## src/rtl/segcache_pkg.sv

```systemverilog
// Shared types for the partitioned cache lookup.
// Assumes nothing beyond IEEE 1800-2017.
package segcache_pkg;
    typedef enum logic [1:0] {
        ST_IDLE  = 2'd0,
        ST_FILL  = 2'd1,
        ST_FLUSH = 2'd2
    } lk_state_e;
endpackage

```

## src/rtl/seg_part_table.sv

```systemverilog
// Per-partition settings: base segment and size code.
// A write with a size code above SEG_W, or with base bits below the size
// code not all zero, is dropped and flagged one cycle later.
// Two read ports serve lookup and invalidation.
module seg_part_table #(
    parameter int NPART = 4,
    parameter int PID_W = 2,
    parameter int SEG_W = 4,
    parameter int LOG_W = 3
) (
    input  logic             clk,
    input  logic             rst_n,
    input  logic             we,
    input  logic [PID_W-1:0] wid,
    input  logic [SEG_W-1:0] wbase,
    input  logic [LOG_W-1:0] wlog,
    output logic             err,
    input  logic [PID_W-1:0] a_id,
    output logic [SEG_W-1:0] a_base,
    output logic [LOG_W-1:0] a_log,
    input  logic [PID_W-1:0] b_id,
    output logic [SEG_W-1:0] b_base,
    output logic [LOG_W-1:0] b_log
);
    logic [NPART-1:0][SEG_W-1:0] base_q;
    logic [NPART-1:0][LOG_W-1:0] log_q;
    logic [SEG_W-1:0]            wmask;
    logic                        bad;

    // Low-bit mask of the written size, and the alignment test.
    always_comb begin
        for (int i = 0; i < SEG_W; i++) wmask[i] = (LOG_W'(i) < wlog);
        bad = (wlog > LOG_W'(SEG_W)) || ((wbase & wmask) != '0);
    end

    // Table update, with the rejection flag.
    always_ff @(posedge clk) begin
        if (!rst_n) begin
            for (int p = 0; p < NPART; p++) begin
                base_q[p] <= '0;
                log_q[p]  <= LOG_W'(SEG_W);
            end
            err <= 1'b0;
        end else begin
            err <= we && bad;
            if (we && !bad) begin
                base_q[wid] <= wbase;
                log_q[wid]  <= wlog;
            end
        end
    end

    assign a_base = base_q[a_id];
    assign a_log  = log_q[a_id];
    assign b_base = base_q[b_id];
    assign b_log  = log_q[b_id];

    // a rejected write left the table as it was
    a_r8_reject_keeps: assert property (@(posedge clk) disable iff (!rst_n)
        err |-> ($stable(base_q) && $stable(log_q)));
endmodule

```

## src/rtl/seg_index_remap.sv

```systemverilog
// Set index remap: each high index bit is taken from the address inside
// the partition's span and from the base outside it. One 2:1 choice per bit.
// Assumes SEG_W < IDX_W.
module seg_index_remap #(
    parameter int IDX_W = 6,
    parameter int SEG_W = 4,
    parameter int LOG_W = 3
) (
    input  logic [IDX_W-1:0] idx,
    input  logic [SEG_W-1:0] base,
    input  logic [LOG_W-1:0] span_log,
    output logic [IDX_W-1:0] set
);
    localparam int LOW_W = IDX_W - SEG_W;
    logic [SEG_W-1:0] seg;

    for (genvar g = 0; g < SEG_W; g++) begin : g_seg
        assign seg[g] = (LOG_W'(g) < span_log) ? idx[LOW_W + g] : base[g];
    end

    assign set = {seg, idx[LOW_W-1:0]};
endmodule

```

## src/rtl/seg_tag_store.sv

```systemverilog
// Valid bits and full line-address tags for a direct-mapped array.
// One read, one fill write and one clear port. Fill and clear are never
// used in the same cycle.
module seg_tag_store #(
    parameter int IDX_W  = 6,
    parameter int LINE_W = 14
) (
    input  logic              clk,
    input  logic              rst_n,
    input  logic [IDX_W-1:0]  rd_set,
    input  logic [LINE_W-1:0] rd_line,
    output logic              rd_hit,
    input  logic              wr_en,
    input  logic [IDX_W-1:0]  wr_set,
    input  logic [LINE_W-1:0] wr_line,
    input  logic              clr_en,
    input  logic [IDX_W-1:0]  clr_set
);
    localparam int SETS = 1 << IDX_W;
    logic [SETS-1:0]   valid_q;
    logic [LINE_W-1:0] tag_q [SETS];

    // Valid bits: cleared at reset, set on fill, cleared by invalidation.
    always_ff @(posedge clk) begin
        if (!rst_n)      valid_q <= '0;
        else if (wr_en)  valid_q[wr_set] <= 1'b1;
        else if (clr_en) valid_q[clr_set] <= 1'b0;
    end

    // Tag storage, written on fill only.
    always_ff @(posedge clk) begin
        if (wr_en) tag_q[wr_set] <= wr_line;
    end

    assign rd_hit = valid_q[rd_set] && (tag_q[rd_set] == rd_line);
endmodule

```

## src/rtl/seg_cache_lookup.sv

```systemverilog
// Partitioned direct-mapped lookup: remaps the set per partition, compares
// tags, reports hit/miss one cycle later, runs a refill on a miss and
// invalidates a single partition on request. Requests that arrive while a
// refill or invalidation is in progress are dropped.
module seg_cache_lookup
    import segcache_pkg::*;
#(
    parameter int ADDR_W = 16,
    parameter int OFF_W  = 2,
    parameter int IDX_W  = 6,
    parameter int SEG_W  = 4,
    parameter int PID_W  = 2,
    parameter int LOG_W  = $clog2(SEG_W + 1),
    parameter int LINE_W = ADDR_W - OFF_W
) (
    input  logic              clk,
    input  logic              rst_n,
    input  logic              cfg_we,
    input  logic [PID_W-1:0]  cfg_pid,
    input  logic [SEG_W-1:0]  cfg_base,
    input  logic [LOG_W-1:0]  cfg_log2,
    output logic              cfg_err,
    input  logic              req_valid,
    input  logic [PID_W-1:0]  req_pid,
    input  logic [ADDR_W-1:0] req_addr,
    output logic [IDX_W-1:0]  lookup_set,
    output logic              resp_hit,
    output logic              resp_miss,
    output logic              refill_req,
    output logic [LINE_W-1:0] refill_addr,
    input  logic              refill_ack,
    input  logic              flush_start,
    input  logic [PID_W-1:0]  flush_pid,
    output logic              busy
);
    localparam int NPART = 1 << PID_W;
    localparam int LOW_W = IDX_W - SEG_W;

    lk_state_e         state_q;
    logic [SEG_W-1:0]  a_base, b_base, fmask;
    logic [LOG_W-1:0]  a_log, b_log;
    logic [IDX_W-1:0]  hold_set_q, ptr_q, last_q, first_d, last_d;
    logic [LINE_W-1:0] hold_line_q, req_line;
    logic              rd_hit, wr_en, clr_en;

    seg_part_table #(.NPART(NPART), .PID_W(PID_W), .SEG_W(SEG_W), .LOG_W(LOG_W)) u_table (
        .clk(clk), .rst_n(rst_n), .we(cfg_we), .wid(cfg_pid), .wbase(cfg_base),
        .wlog(cfg_log2), .err(cfg_err), .a_id(req_pid), .a_base(a_base),
        .a_log(a_log), .b_id(flush_pid), .b_base(b_base), .b_log(b_log)
    );

    seg_index_remap #(.IDX_W(IDX_W), .SEG_W(SEG_W), .LOG_W(LOG_W)) u_remap (
        .idx(req_addr[OFF_W +: IDX_W]), .base(a_base), .span_log(a_log),
        .set(lookup_set)
    );

    assign req_line = req_addr[ADDR_W-1:OFF_W];

    seg_tag_store #(.IDX_W(IDX_W), .LINE_W(LINE_W)) u_tags (
        .clk(clk), .rst_n(rst_n), .rd_set(lookup_set), .rd_line(req_line),
        .rd_hit(rd_hit), .wr_en(wr_en), .wr_set(hold_set_q), .wr_line(hold_line_q),
        .clr_en(clr_en), .clr_set(ptr_q)
    );

    // First and last set of the partition chosen for invalidation.
    always_comb begin
        for (int i = 0; i < SEG_W; i++) fmask[i] = (LOG_W'(i) < b_log);
        first_d = {b_base, {LOW_W{1'b0}}};
        last_d  = {b_base | fmask, {LOW_W{1'b1}}};
    end

    // Control: lookup, refill wait and invalidation walk.
    always_ff @(posedge clk) begin
        if (!rst_n) begin
            state_q     <= ST_IDLE;
            resp_hit    <= 1'b0;
            resp_miss   <= 1'b0;
            hold_set_q  <= '0;
            hold_line_q <= '0;
            ptr_q       <= '0;
            last_q      <= '0;
        end else begin
            resp_hit  <= 1'b0;
            resp_miss <= 1'b0;
            case (state_q)
                ST_IDLE: begin
                    if (flush_start) begin
                        state_q <= ST_FLUSH;
                        ptr_q   <= first_d;
                        last_q  <= last_d;
                    end else if (req_valid) begin
                        if (rd_hit) begin
                            resp_hit <= 1'b1;
                        end else begin
                            resp_miss   <= 1'b1;
                            state_q     <= ST_FILL;
                            hold_set_q  <= lookup_set;
                            hold_line_q <= req_line;
                        end
                    end
                end
                ST_FILL: begin
                    if (refill_ack) begin
                        resp_hit <= 1'b1;
                        state_q  <= ST_IDLE;
                    end
                end
                ST_FLUSH: begin
                    if (ptr_q == last_q) state_q <= ST_IDLE;
                    else                 ptr_q   <= ptr_q + 1'b1;
                end
                default: state_q <= ST_IDLE;
            endcase
        end
    end

    assign wr_en       = (state_q == ST_FILL) && refill_ack;
    assign clr_en      = (state_q == ST_FLUSH);
    assign refill_req  = (state_q == ST_FILL);
    assign refill_addr = hold_line_q;
    assign busy        = (state_q != ST_IDLE);

    // never hit and miss together
    a_r4_one_response: assert property (@(posedge clk) disable iff (!rst_n)
        !(resp_hit && resp_miss));
    // refill request holds its address until acknowledged
    a_r6_req_holds: assert property (@(posedge clk) disable iff (!rst_n)
        (refill_req && !refill_ack) |=> (refill_req && $stable(refill_addr)));
    // acknowledged refill is reported as a hit next cycle
    a_r6_hit_after_ack: assert property (@(posedge clk) disable iff (!rst_n)
        (refill_req && refill_ack) |=> (resp_hit && !busy));
    // no response while an invalidation runs
    a_r9_quiet_when_busy: assert property (@(posedge clk) disable iff (!rst_n)
        (busy && !refill_req) |-> (!resp_hit && !resp_miss));
    // invalidation pointer never leaves its partition
    a_r7_walk_in_range: assert property (@(posedge clk) disable iff (!rst_n)
        (state_q == ST_FLUSH) |-> (ptr_q <= last_q));
endmodule

```

## config.mk

```make
export PLATFORM = sky130hd
export DESIGN_NAME = seg_cache_lookup
export DESIGN_NICKNAME = d
export VERILOG_FILES = /design/src/rtl/segcache_pkg.sv /design/src/rtl/seg_part_table.sv /design/src/rtl/seg_index_remap.sv /design/src/rtl/seg_tag_store.sv /design/src/rtl/seg_cache_lookup.sv
export SDC_FILE = /design/constraint.sdc
export NUM_CORES = 1
export LEC_CHECK = 0
export CELL_PAD_IN_SITES_DETAIL_PLACEMENT = 1
export CELL_PAD_IN_SITES_GLOBAL_PLACEMENT = 1
export CORE_AREA = 2 2 375 377
export CTS_CLUSTER_SIZE = 30
export DETAILED_ROUTE_END_ITERATION = 6
export DIE_AREA = 0 0 377 379
export DONT_BUFFER_PORTS = 1
export GPL_ROUTABILITY_DRIVEN = 0
export PLACE_DENSITY = 0.46
export SYNTH_ARGS = -nofsm -noshare
export SYNTH_HDL_FRONTEND = slang
export SYNTH_SLANG_ARGS = --single-unit
```

## constraint.sdc

```tcl
create_clock -name clk -period 5.7 [get_ports clk]
set_input_delay 0.285 -clock clk [delete_from_list [all_inputs] [get_ports clk]]
set_output_delay 0.285 -clock clk [all_outputs]
set_load 0.02 [all_outputs]
```

Word level (Yosys, flattened, before mapping)
Memory sizes are Yosys's and may differ from the RTL's.
Index checks and enable logic that the tools add are counted.
{"block": "classes", "n_addsub": 1, "order_cmp": 22, "eq_ne": 10, "muxes": 43, "bitwise": 10, "reduce_logical": 19}
{"op": "$mux W64", "n": 2}
{"op": "$and A64 B64 Y64", "n": 1}
{"op": "$not A64 Y64", "n": 1}
{"op": "$or A64 B64 Y64", "n": 1}
{"op": "$lt A6 B7 Y1 const B", "n": 3}
{"op": "$lt A1 B3 Y1 const A", "n": 6}
{"op": "$lt A2 B3 Y1 const A", "n": 6}
{"op": "$bmux W4 S2", "n": 2}
{"op": "$bwmux W16", "n": 1}
{"op": "$eq A14 B14 Y1", "n": 1}
{"op": "$mux W1", "n": 14}
{"op": "$bmux W3 S2", "n": 2}
{"op": "$bwmux W12", "n": 1}
{"op": "$demux W1 S6", "n": 2}
{"op": "$ge A6 B1 Y1 const B", "n": 2}
{"op": "$mux W4", "n": 3}
{"op": "$mux W6", "n": 2}
{"op": "$pmux W6 S2", "n": 1}
{"op": "$mux W2", "n": 5}
{"op": "$lt A2 B3 Y1 const B", "n": 3}
{"op": "$mux W3", "n": 3}
{"op": "$demux W4 S2", "n": 1}
{"op": "$reduce_and A4 Y1", "n": 2}
{"op": "$logic_and A1 B1 Y1", "n": 7}
{"op": "24 further kinds", "n": 33}
{"block": "word_totals", "ff_bits": 129, "mem_bits_rw": 896, "input_bits": 35, "out_inout_bits": 25, "elab_cells": 123, "memories": 1}
{"name": "u_tags.tag_q", "depth": 64, "width": 14, "rd": 1, "rd_clocked_by_memory_dff": 0, "wr": 1, "line_no": "seg_tag_store.sv:21", "text": "logic [LINE_W-1:0] tag_q [SETS];"}

Depth between registers and ports, before layout
Gate-level depths: netlist of the first run.
{"block": "depth", "ltp_word": 11, "ltp_mapped": 21}

Hierarchy
A second synthesis of the first run with hierarchy kept.
{"block": "hier_totals", "cells_unflattened": 2199, "hier_area_um2": 40691.5}
{"module": "seg_tag_store", "instances": 1, "cells_each": 1873, "area_each_um2": 37584.8, "seq_area_each_um2": 28187.0}
{"module": "seg_cache_lookup", "instances": 1, "cells_each": 187, "area_each_um2": 1520.2, "seq_area_each_um2": 700.7}
{"module": "seg_part_table", "instances": 1, "cells_each": 130, "area_each_um2": 1496.4, "seq_area_each_um2": 580.6}
{"module": "seg_index_remap", "instances": 1, "cells_each": 9, "area_each_um2": 90.1, "seq_area_each_um2": 0.0}

Worst setup path after synthesis of the first run
No wires, ideal clock.
{"block": "synth_timing", "kind": "in2reg", "startpoint": "in req_pid[0]", "endpoint": "reg hold_line_q[10] (netlist: refill_addr[10])", "setup_time_ns": 0.122, "t_arrival_ns": 4.176, "required_time_ns": 5.578, "setup_slack_ns": 1.402, "path_stages": 18, "path_buffers": 6, "path_cell_list": "buf_6 > mux4_2 > buf_2 > a21oi_1 > mux2i_1 > inv_1 > clkbuf_1 > o2111ai_2 > o311ai_1 > o31a_1 > nor4_2 > o2111ai_1 > or4_1 > buf_2 > and2_4 > buf_6 > buf_6 > mux2i_1"}
{"block": "synth_between", "elab_chain_cells": 9}
{"item": "start, declared", "line_no": "seg_cache_lookup.sv:24", "text": "input logic [PID_W-1:0] req_pid,"}
{"item": "$bmux W3 S2", "line_no": "seg_part_table.sv:54", "text": "assign a_log = log_q[a_id];"}
{"item": "$mux W3 (implied by the code)", "line_no": "seg_part_table.sv:54"}
{"item": "$lt A1 B3 Y1 or $lt A2 B3 Y1 (tied branches)", "line_no": "seg_index_remap.sv:18", "text": "assign seg[g] = (LOG_W'(g) < span_log) ? idx[LOW_W + g] : base[g];"}
{"item": "$mux W1", "line_no": "seg_index_remap.sv:18"}
{"item": "$mem_v2 Z64 W14 or $bmux W1 S6 (tied branches)"}
{"item": "$eq A14 B14 Y1 or $mux W1 (tied branches)", "line_no": "seg_tag_store.sv:35", "text": "assign rd_hit = valid_q[rd_set] && (tag_q[rd_set] == rd_line);"}
{"item": "$logic_and A1 B1 Y1 *", "line_no": "seg_tag_store.sv:35"}
{"item": "$not A1 Y1 (no source line) *"}
{"item": "$reduce_and A4 Y1 (no source line) *"}
{"item": "end signal, assigned", "line_no": "seg_cache_lookup.sv:98", "text": "hold_line_q <= req_line;"}
{"item": "end, declared", "line_no": "seg_cache_lookup.sv:43", "text": "logic [LINE_W-1:0] hold_line_q, req_line;"}
Every way passes the cells marked *; elsewhere a longest branch is shown, timed or not. The select of a mux whose other input is x is not followed.
A chain may end at the register's enable or synchronous reset.

Final worst setup path of the first run
{"block": "layout_timing", "startpoint": "reg u_table.log_q[11] (netlist name)", "endpoint": "reg hold_set_q[2]"}
{"block": "layout_between", "elab_chain_cells": 9}
{"item": "start, declared", "line_no": "seg_part_table.sv:26", "text": "logic [NPART-1:0][LOG_W-1:0] log_q;"}
{"item": "start signal, assigned by index", "line_no": "seg_part_table.sv:41", "text": "log_q[p] <= LOG_W'(SEG_W);"}
{"item": "start signal, assigned by index", "line_no": "seg_part_table.sv:48", "text": "log_q[wid] <= wlog;"}
{"item": "$bmux W3 S2 *", "line_no": "seg_part_table.sv:54"}
{"item": "$mux W3 (implied by the code) *", "line_no": "seg_part_table.sv:54"}
{"item": "$lt A1 B3 Y1 or $lt A2 B3 Y1 (tied branches)", "line_no": "seg_index_remap.sv:18"}
{"item": "$mux W1", "line_no": "seg_index_remap.sv:18"}
{"item": "$mem_v2 Z64 W14 or $bmux W1 S6 (tied branches)"}
{"item": "$eq A14 B14 Y1 or $mux W1 (tied branches)", "line_no": "seg_tag_store.sv:35"}
{"item": "$logic_and A1 B1 Y1", "line_no": "seg_tag_store.sv:35"}
{"item": "$not A1 Y1 (no source line)"}
{"item": "$reduce_and A4 Y1 (no source line)"}
{"item": "end signal, assigned", "line_no": "seg_cache_lookup.sv:97", "text": "hold_set_q <= lookup_set;"}
{"item": "end, declared", "line_no": "seg_cache_lookup.sv:42", "text": "logic [IDX_W-1:0] hold_set_q, ptr_q, last_q, first_d, last_d;"}
Marked as above.

==> results of run 1 <==
-- final cells by class --
class	count	area, um2	area share, %
clock inverters	69	762	1.58
well taps	1807	2260	4.69
repair buffers	181	1530	3.16
multi-input cells	1212	11200	23.2
inverters	17	68.8	0.143
clock buffers	140	2990	6.19
diodes	4	10.0	0.0207
flip-flops and latches	1022	29500	61.0
-- cell families (layout without fill, tap and decap cells) --
group	Yosys count	in the layout	synth area share, %
AO/OA/AOI/OAI	351	351	6.52
flip-flops	1022	1022	71.2
adder cells (fa/ha/maj)	1	1	0.0303
buffers and inverters	177	407	2.00
AND/OR/NAND/NOR	515	515	5.89
multiplexers	332	332	14.1
XOR/XNOR	13	13	0.276
other	0	4	0
-- state kept, by name (all words and copies together) (netlist names), 2 cells and up --
signal          flops
hold_set_q          6
last_q              5
u_table.log_q      12
u_table.base_q     16
ptr_q               6
refill_addr        12
u_tags.valid_q     64
state_q             2
u_tags.tag_q      896
-- Yosys cell counts, types with 27 or more instances --
| cell type | instances | share of area (%) |
|---|---|---|
| and3_1 | 38 | 0.58 |
| o21ai_0 | 45 | 0.55 |
| mux4_2 | 198 | 11 |
| mux2i_1 | 129 | 3.1 |
| nor2b_1 | 42 | 0.64 |
| o221a_2 | 64 | 1.7 |
| nand2_1 | 204 | 1.9 |
| nor2_1 | 102 | 0.93 |
| a211oi_1 | 54 | 0.98 |
| a21oi_1 | 57 | 0.69 |
| buf_2 | 27 | 0.33 |
| edfxtp_1 | 896 | 65 |
| clkbuf_1 | 92 | 0.84 |
| dfxtp_1 | 126 | 6.1 |
| nand3_1 | 59 | 0.71 |
-- through the flow --
| step | hold slack [ns] | instances | util, % | setup WS, ns | instance area, um2 |
|---|---|---|---|---|---|
| 6_report | 0.0783 | 4452 | 34.8 | 0.341 | 48300 |
| 5_1_grt | 0.0712 | 4449 | 34.7 | 0.296 | 48200 |
| 4_1_cts | 0.00127 | 4448 | 34.7 | 0.391 | 48200 |
| 3_5_place_dp | 0.366 | 4204 | 31.8 | 0.418 | 44100 |
| 3_3_place_gp | 0.362 | 4204 | 31.8 | 0.443 | 44100 |
| 2_1_floorplan | 0.399 | 2411 | - | 1.40 | 41300 |
-- worst min-delay path: stages --
cell     delay [ns]
nor2_1         0.19
mux2i_1        0.18
nor2b_1        0.09
-- repair_timing --
action | CTS | global route
resized for setup | 0 | 0
hold buffers | 35 | 0
hold endpoints to repair | 126 | 0
-- power groups by stage --
stage	clock network (mW)	logic (mW)	registers, mW
after detailed placement	0	0.878	8.40
after floorplan	0	0.543	8.41
after CTS	7.64	0.924	8.24
final	7.44	0.915	8.24
after global placement	0	0.863	8.40
after global routing	7.90	0.967	8.24
-- placed cells by master, fill, tap and decap left out, types with 6 or more instances in the layout --
cell	Yosys	final
dfxtp_1	126	112
edfxtp_1	896	896
nor2_2	0	21
clkinv_1	0	18
mux4_2	198	198
inv_1	15	14
bufinv_16	0	15
nand2b_1	6	6
and3_1	38	38
a211o_1	7	7
clkinv_2	0	23
dlygate4sd3_1	0	34
o22ai_1	11	11
o221a_2	64	64
mux2i_1	129	127
nor2b_1	42	42
buf_4	15	141
nor4_1	6	6
clkbuf_8	0	6
a22oi_1	13	13
a211oi_1	54	54
o21ai_0	45	44
nand3_1	59	59
nand3b_1	7	7
nand2_1	204	204
clkbuf_1	92	21
dfxtp_2	0	11
a311oi_1	6	6
a32oi_1	6	6
a31oi_1	22	22
nand4_1	8	8
and2_1	9	9
nor2_1	102	80
xnor2_1	10	10
a21oi_1	57	57
nor3_1	14	11
o31ai_1	9	8
clkbuf_16	0	113
-- worst min path at each step --
stage | from | to
after floorplan | cfg_we | u_table.err$_SDFF_PN0_
after global placement | rst_n | u_table.log_q[8]$_SDFFE_PN1P_
after detailed placement | rst_n | u_table.log_q[8]$_SDFFE_PN1P_
after CTS | flush_pid[1] | last_q[4]$_SDFFE_PN0P_
after global routing | cfg_pid[0] | u_table.base_q[11]$_SDFFE_PN0P_
final | cfg_pid[0] | u_table.log_q[6]$_SDFFE_PN0P_
-- per-layer routing --
metal | vias to the layer above | track usage, % | wire (um)
met5 | - | 0 | 68
met4 | 12 | 5.78 | 3480
met3 | 185 | 3.25 | 6470
met2 | 571 | 32.2 | 66800
met1 | 12800 | 26.7 | 63300
li1 | 10000 | - | -
==> flow_metrics.py, run 1 <==
metrics = {
    "run_status": {
        "status": "complete, no violations",
    },
    "sta": {
        "skew_ns": 0.0266,
        "maxSlewViolCount": 0,
        "relSlewSlack_pct": 13.2,
        "tns_ns": 0,
        "worst-slew-pin-transition_ns": 1.30,
        "fin_crit_sh_pct": 94.0,
        "hold_viol": 0,
        "min_period_ns": 5.36,
        "fmax_ghz": 0.187,
        "setup_viol": 0,
        "rsz0062_at_grt": "false",
    },
    "finish": {
        "drive_gt1_share_pct": 24.2,
        "nNetsFinal": 2581,
        "area_delta_synth_final_pct": 16.8,
        "fillCellCount": 14000,
    },
    "global_route": {
        "grt_max_degree": 247,
        "grt_use_total_pct": 19.6,
        "grt_pass1_wl_um": 197000,
        "antenna_found_initial": 12,
        "grt_overflow": 0,
        "grt_pass1_vias": 25000,
    },
    "floorplan": {
        "dieArea_um2": 143000,
        "dieWidth_um": 377,
        "core_area_um2": 139000,
        "rows": 137,
        "die_h_um": 379,
        "start_util_pct": 29.8,
        "ios": 60,
    },
    "synthesis": {
        "syn_avg_cell_area_um2": 17.1,
        "async_flop_share_pct": 0,
        "synth.distinct_cells": 81,
        "synth_edf_count": 896,
        "synthCells": 2411,
        "yosys_most_used_dff": "edfxtp_1",
        "synth_fp_nets": 2447,
        "synth_area_um2": 41300,
        "ys_seq_area_share_pct": 71.2,
        "ys_ff_latch": 1022,
        "synth_warnings": 0,
    },
    "clock_network": {
        "cts.sinks": 1022,
        "cts_tree": "yes",
        "clockRootBuffer": "clkbuf_16",
        "htree_levels": 3,
        "cts_setup_buffers": 0,
        "cts.clk_slew.worst_paths_ns": 0.06,
        "clk_latency_ns": 0.72,
        "numCtsBuffers": 111,
        "clockBufferDepth": 3,
    },
    "worst_hold_path": {
        "hold_depth": 3,
        "hold_class": "primary input to flop",
    },
    "routing": {
        "detail-route-antenna-nets": 0,
        "wl_um": 140000,
        "drc_errors": 0,
        "num_vias": 23600,
        "vias_per_cell": 5.29,
        "drt-pass1-iter-count": 5,
        "first_iter_violations": 2052,
        "wl_per_cell_um": 31.5,
    },
    "critical_path": {
        "worst-path-max-fanout": 18,
        "timing.rr.start": "u_table.log_q[11]$_SDFFE_PN1P_",
        "critPathCaptureType": "flop",
        "path_cells": "mux4_2, or3b_2, and3_1, a211oi_1, a31oi_1, o311ai_1, nor4_1, nor4_2, o2111ai_1, or4_1, and2_4, o211a_1",
        "crit_arrival_ns": 5.96,
        "criticalPathCategory": "flop to flop",
        "crit_required_ns": 6.30,
        "critPathBufInv": 0,
        "cp_slowest_cell": "or3b_2",
        "max_stage_delay_ns": 0.83,
        "reg2reg_slack_ns": 0.34,
        "reg2reg_to": "hold_set_q[2]$_SDFFE_PN0P_",
        "endpoint": "hold_set_q[2]$_SDFFE_PN0P_",
        "startpoint_type": "flop",
        "cp.depth": 12,
        "cpLargestDelayFamily": "simple AND/OR/NAND/NOR gates",
        "cp-startpoint": "u_table.log_q[11]$_SDFFE_PN1P_",
        "reg2reg_depth": 12,
    },
    "placed_design": {
        "dp_hpwl_um": 83800,
        "portBuffers": 0,
    },
    "power": {
        "comb_power_share_pct": 5.5,
        "p_switching_mw": 3.71,
        "p_leak_nw": 15.2,
        "vdd_ir_drop_max_mv": 0.244,
        "seqPwrFrac_pct": 49.6,
        "power_frac_clock_pct": 44.8,
        "finalPower_mw": 16.6,
        "p_int_mw": 12.9,
        "p_sw_share_pct": 22.4,
        "power_density_nw_per_um2": 344,
    },
    "run": {
        "maxCapViolCount": 0,
    },
}
(Power assumes the default switching activity.)
==> run 2, diff against run 1 <==
==> constraint.sdc (replaced) <==
create_clock -name clk -period 5.7 [get_ports clk]
set_input_delay 0.285 -clock clk [delete_from_list [all_inputs] [get_ports clk]]
set_output_delay 0.285 -clock clk [all_outputs]
set_load 0.01 [all_outputs]
==> run 2 against run 1 <==
  * First-iteration DRC count down 4.1%
  * Die area unchanged
  * Sequential power about the same
  * Cell area shrank 0.47%
  * Worst hold slack worse by 0.021 ns
  * Cell count down 0.29%
  * Largest cell class unchanged
  * Via count is 0.23% lower
  * Flip-flop and latch count is the same
  * Non-clock buffer count is 6 lower
  * Critical path depth grew 2
  * Highest routed layer unchanged
  * Core utilization fell by 0.16 points
==> flow_metrics.py, run 2 (synthesized netlist as in run 1, its figures left out) <==
metrics = {
    "clock_network": {
        "cts_tree": "yes",
        "clockRootBuffer": "clkbuf_16",
        "cts.sinks": 1022,
        "clk_latency_ns": 0.73,
        "cts.clk_slew.worst_paths_ns": 0.06,
        "clockBufferDepth": 3,
        "numCtsBuffers": 112,
        "htree_levels": 3,
    },
    "power": {
        "finalPower_mw": 16.2,
        "vdd_ir_drop_max_mv": 0.255,
        "p_leak_nw": 15.1,
        "power_density_nw_per_um2": 337,
    },
    "routing": {
        "drc_errors": 0,
        "wl_um": 139000,
        "drt-pass1-iter-count": 5,
        "detail-route-antenna-nets": 0,
        "vias_per_cell": 5.29,
        "wl_per_cell_um": 31.3,
        "num_vias": 23500,
        "first_iter_violations": 1967,
    },
    "global_route": {
        "grt_use_total_pct": 19.5,
        "grt_pass1_vias": 25100,
        "antenna_found_initial": 9,
        "grt_pass1_wl_um": 196000,
        "grt_max_degree": 247,
        "grt_overflow": 0,
    },
    "sta": {
        "tns_ns": 0,
        "relSlewSlack_pct": 22.2,
        "holdWs_ns": 0.0572,
        "min_period_ns": 5.57,
        "maxSlewViolCount": 0,
        "setup_viol": 0,
        "skew_ns": 0.0364,
        "hold_viol": 0,
        "setup_ws_ns": 0.129,
        "fmax_ghz": 0.180,
        "worst-slew-pin-transition_ns": 1.14,
        "fin_crit_sh_pct": 97.7,
        "rsz0062_at_grt": "false",
    },
    "finish": {
        "fin_cells": 4439,
        "area_delta_synth_final_pct": 16.2,
        "nNetsFinal": 2576,
        "fillCellCount": 14000,
        "top_regs": "u_tags.tag_q: 896 flops, u_tags.valid_q: 64 flops, u_table.base_q: 16 flops",
        "final_common_cell": "edfxtp_1",
        "drive_gt1_share_pct": 23.5,
        "layout_common_cells": "edfxtp_1, nand2_1, mux4_2",
        "top_register": "u_tags.tag_q",
        "largest_reg_flops": 896,
    },
    "floorplan": {
        "rows": 137,
        "die_h_um": 379,
        "dieArea_um2": 143000,
        "dieWidth_um": 377,
        "core_area_um2": 139000,
        "start_util_pct": 29.8,
        "ios": 60,
    },
    "critical_path": {
        "criticalPathCategory": "flop to flop",
        "worst-path-max-fanout": 22,
        "crit_arrival_ns": 6.18,
        "reg2reg_slack_ns": 0.13,
        "startpoint_type": "flop",
        "critPathCaptureType": "flop",
        "crit_required_ns": 6.31,
    },
    "placed_design": {
        "place_inst": 4198,
        "portBuffers": 0,
        "dp_hpwl_um": 82800,
        "pre_cts_ws_ns": 0.310,
    },
    "run_status": {
        "status": "complete, no violations",
    },
    "run": {
        "maxCapViolCount": 0,
    },
    "worst_hold_path": {
        "hold_class": "primary input to flop",
    },
}
-- run 2: cell types whose count changed in the layout (fill, tap and decap cells not counted), sizes merged, moves of 2 or more --
cell	delta
buf	-6
inv	-2
clkinv	+4
clkbuf	-3
bufinv	-8
-- run 2: timing repair --
item	CTS	global route
setup buffers	0	0
hold buffers	35	0
hold endpoints to repair	126	0
endpoints found under the setup margin	0	0
resized for setup	0	0
-- run 2: path summary, 6_finish.rpt --
path / start / to / cells past startpoint
max: u_table.log_q[11]$_SDFFE_PN1P_ / hold_set_q[2]$_SDFFE_PN0P_ / 14
min: cfg_pid[0] / u_table.log_q[6]$_SDFFE_PN0P_ / 3
max reg2reg: u_table.log_q[11]$_SDFFE_PN1P_ / hold_set_q[2]$_SDFFE_PN0P_ / 14
min reg2reg: refill_addr[7]$_SDFFE_PN0P_ / refill_addr[7]$_SDFFE_PN0P_ / 2
-- run 2: layer usage --
layer / share of wire (%) / vias up / GRT usage (%)
li1: - / 10000 / -
met5: 0.0094 / - / 0
met2: 48 / 619 / 32.0
met1: 45 / 12700 / 26.9
met3: 4.8 / 174 / 2.78
met4: 2.3 / 2 / 5.43
-- run 2: cell type report --
class | count | area, um2 | area share [%]
sequential | 1022 | 29500 | 61.3
antenna | 5 | 12.5 | 0.0261
timing repair buffer | 175 | 1530 | 3.19
multi-input combinational | 1212 | 11200 | 23.3
inverter | 17 | 68.8 | 0.143
clock buffer | 137 | 2980 | 6.21
tap | 1807 | 2260 | 4.71
clock inverter | 64 | 534 | 1.11
-- run 2: power by group --
part	switching, mW	leakage (nW)	internal (mW)	total [mW]
registers	0.0736	8.80	8.17	8.25
logic	0.573	4.58	0.325	0.898
clock network	3.01	1.71	4.01	7.02
total	3.66	15.1	12.5	16.2
-- run 2: critical path: stages (launching register included) --
cell and delay, ns:
dfxtp_1 0.32, mux4_2 0.70, or3b_2 0.80, buf_4 0.35, nand3_1 0.12, buf_4 0.27
a211oi_1 0.07, a2111oi_0 0.98, buf_4 0.29, o32a_1 0.18, xnor2_1 0.13, nand2_1 0.07
or4_1 0.53, and2_4 0.33, o211a_1 0.25
-- run 2: per-stage QoR --
step / utilization, % / cell area (um2)
after global placement: 31.8 / 44100
after detailed placement: 31.8 / 44100
after global routing: 34.6 / 48000
after CTS: 34.6 / 48000
after floorplan: - / 41300
final: 34.6 / 48000
==> run 3, diff against run 2 <==
Settings changed: ABC_AREA set to 1, CORE_AREA 2 2 375 377 to 2 2 293 295, DIE_AREA 0 0 377 379 to 0 0 295 297, PLACE_DENSITY 0.46 to 0.75, SKIP_LAST_GASP set to 1.
==> run 3 against run 2 <==
  * Global-route usage up 12 points
  * Routed wire length is 1.0% higher
  * Core utilization is 21 points higher
  * Synthesized cell count rose by 54%
  * Maximum frequency rose by 23%
  * Flip-flop and latch count unchanged
  * Largest cell class unchanged
==> flow_metrics.py, run 3 <==
metrics = {
    "routing": {
        "drt-pass1-iter-count": 6,
        "wl_per_cell_um": 28.3,
        "vias_per_cell": 6.30,
        "first_iter_violations": 3780,
        "detail-route-antenna-nets": 0,
        "num_vias": 31200,
        "drc_errors": 0,
        "wl_um": 140000,
    },
    "sta": {
        "worst-slew-pin-transition_ns": 1.35,
        "min_period_ns": 4.52,
        "rsz0062_at_grt": "false",
        "tns_ns": 0,
        "hold_viol": 0,
        "maxSlewViolCount": 0,
        "fin_crit_sh_pct": 79.3,
        "relSlewSlack_pct": 9.97,
        "setup_ws_ns": 1.18,
        "setup_viol": 0,
        "skew_ns": 0.0405,
        "fmax_ghz": 0.221,
    },
    "floorplan": {
        "dieWidth_um": 295,
        "dieArea_um2": 87600,
        "core_area_um2": 84500,
        "start_util_pct": 49.6,
        "rows": 107,
        "ios": 60,
        "die_h_um": 297,
    },
    "synthesis": {
        "synth_fp_nets": 3738,
        "syn_avg_cell_area_um2": 11.3,
        "synth_area_um2": 41900,
        "synth_warnings": 0,
        "synth.most_common_cell": "edfxtp_1",
        "yosys_most_used_dff": "edfxtp_1",
        "ys_ff_latch": 1022,
        "synth.distinct_cells": 38,
        "synthTopCellsByArea": "edfxtp_1, nand2_1, dfxtp_1, nand3_1, o21ai_0",
        "synth_common_cells": "edfxtp_1, nand2_1, nor2_1, nand3_1, o21ai_0",
        "synth_edf_count": 896,
        "synth.top_cell.area_share_pct": 64.2,
        "yosysTopAreaCell": "edfxtp_1",
        "synthCells": 3702,
        "ys_seq_area_share_pct": 70.2,
        "async_flop_share_pct": 0,
    },
    "finish": {
        "drive_gt1_share_pct": 8.89,
        "top_regs": "u_tags.tag_q: 896 flops, u_tags.valid_q: 64 flops, u_table.base_q: 16 flops",
        "ff_latch_area_um2": 29400,
        "layout_common_cells": "edfxtp_1, nand2_1, nor2_1",
        "nNetsFinal": 3748,
        "final_common_cell": "edfxtp_1",
        "fillCellCount": 8622,
        "largest_reg_flops": 896,
        "multi_input_area_um2": 11000,
        "top_register": "u_tags.tag_q",
        "area_delta_synth_final_pct": 13.0,
    },
    "run_status": {
        "status": "complete, no violations",
    },
    "global_route": {
        "grt_max_degree": 484,
        "grt_use_met3_pct": 5.61,
        "grt_pass1_vias": 32200,
        "grt_use_total_pct": 31.8,
        "grtUsageMet2_pct": 50.8,
        "grt_most_used_layer": "met2",
        "grt_pass1_wl_um": 206000,
        "grt_overflow": 0,
        "grt_util_met1_pct": 41.8,
        "antenna_found_initial": 5,
    },
    "power": {
        "p_leak_nw": 16.3,
        "power_density_nw_per_um2": 358,
        "vdd_ir_drop_max_mv": 0.471,
        "finalPower_mw": 16.9,
    },
    "critical_path": {
        "worst-path-max-fanout": 35,
        "endpoint": "hold_set_q[4]$_SDFFE_PN0P_",
        "cp_common_cell": "nand2_1",
        "timing.rr.start": "u_table.log_q[2]$_SDFFE_PN1P_",
        "reg2reg_to": "hold_set_q[4]$_SDFFE_PN0P_",
        "cp_slowest_cell": "o21ai_4",
        "criticalPathCategory": "flop to flop",
        "cp.depth": 20,
        "cp-startpoint": "u_table.log_q[2]$_SDFFE_PN1P_",
        "startpoint_type": "flop",
        "crit_arrival_ns": 5.12,
        "critPathBufInv": 2,
        "crit_required_ns": 6.30,
        "max_stage_delay_ns": 0.88,
        "critPathCaptureType": "flop",
        "cpLargestDelayFamily": "simple AND/OR/NAND/NOR gates",
        "path_cells": "nand2_1, nand3_1, nand2_1, nand2_2, inv_2, o21ai_4, buf_12, nand3_1, nand3_1, nand3_1, nand3_1, nand2_1, nor2_1, nand2_1, nor2_2, nand2_2, nand2_1, nand2_1, nand2_1, nor2_1",
        "reg2reg_depth": 20,
        "reg2reg_slack_ns": 1.18,
    },
    "worst_hold_path": {
        "hold_class": "primary input to flop",
        "hp-start": "flush_pid[0]",
    },
    "placed_design": {
        "pre_cts_ws_ns": 1.25,
        "dp_hpwl_um": 78700,
        "portBuffers": 0,
    },
    "clock_network": {
        "post_cts_resized": 0,
        "cts_tree": "yes",
        "cts.sinks": 1022,
        "clk_latency_ns": 0.70,
        "clockRootBuffer": "clkbuf_16",
        "cts.clk_slew.worst_paths_ns": 0.07,
        "htree_levels": 3,
        "cts_setup_buffers": 0,
        "numCtsBuffers": 105,
        "clockBufferDepth": 3,
    },
    "run": {
        "maxCapViolCount": 0,
    },
}
[run 3: changes by cell type in the layout (fill, tap and decap cells not counted), sizes merged, moves of 111 or more]
| cell | previous run | this run |
|---|---|---|
| mux4 | 198 | 0 |
| nand2 | 204 | 683 |
| mux2i | 129 | 0 |
| o21ai | 47 | 309 |
| a21oi | 57 | 225 |
| nand3 | 59 | 356 |
| inv | 19 | 130 |
| nor2 | 103 | 391 |
[run 3: kinds of logic (layout without fill, tap and decap cells)]
logic type,count (synthesis),in the layout,share of synthesized area (%)
flops,1022,1022,70.2
other cells,0,5,0
xor+xnor,1,1,0.0209
simple gates,1487,1487,14.7
buf+inv,379,479,3.69
compound gates,812,812,11.4
fa+ha+maj,1,1,0.0298
[run 3: per-layer routing]
layer	vias to the layer above	wire [um]	share of wire (%)
met2	1488	66800	48
met4	2	7280	5.2
met3	331	11800	8.4
li1	13400	-	-
met1	16000	54400	39
met5	-	38	0.027
[run 3: stage by stage]
stage	util, %	hold slack (ns)	cell area, um2	cells
detailed placement	51.4	0.426	43400	4718
global route	56.1	0.0378	47400	4948
global placement	51.4	0.414	43400	4718
floorplan	-	0.412	41900	3702
CTS	56.1	0.0103	47400	4946
finish	56.1	0.0371	47400	4951
[run 3: worst min-delay path by stage]
stage,end,slack [ns],cells after the start
5_1_grt,last_q[3]$_SDFFE_PN0P_,0.04,4
6_report,last_q[2]$_SDFFE_PN0P_,0.04,3
4_1_cts,last_q[3]$_SDFFE_PN0P_,0.01,4
3_5_place_dp,u_table.err$_SDFF_PN0_,0.43,2
3_3_place_gp,u_table.err$_SDFF_PN0_,0.41,2
2_1_floorplan,u_table.err$_SDFF_PN0_,0.41,2
[run 3: area by class of cell]
type,instances,share of cell area [%]
timing repair buffer,149,2.83
tap,1144,3.02
clock inverter,57,1.56
multi-input combinational,2301,23.2
antenna,5,0.0264
sequential,1022,62.2
clock buffer,140,6.10
inverter,133,1.09
[run 3: power breakdown]
group	switching, mW	internal [mW]	leakage [nW]
combinational	1.01	0.341	5.62
clock	2.94	4.33	1.76
sequential	0.0968	8.22	8.89
total	4.05	12.9	16.3
[run 3: worst min-delay path, delay by kind of cell]
kind,cells,cell delay [ns]
AND/OR/NAND/NOR,1,0.05
AO/OA/AOI/OAI,2,0.34
[run 3: what timing repair did]
| action | 4_1_cts | 5_1_grt |
|---|---|---|
| setup endpoints to repair | 0 | 0 |
| endpoints found under the hold margin | 118 | 0 |
| hold buffers | 31 | 0 |
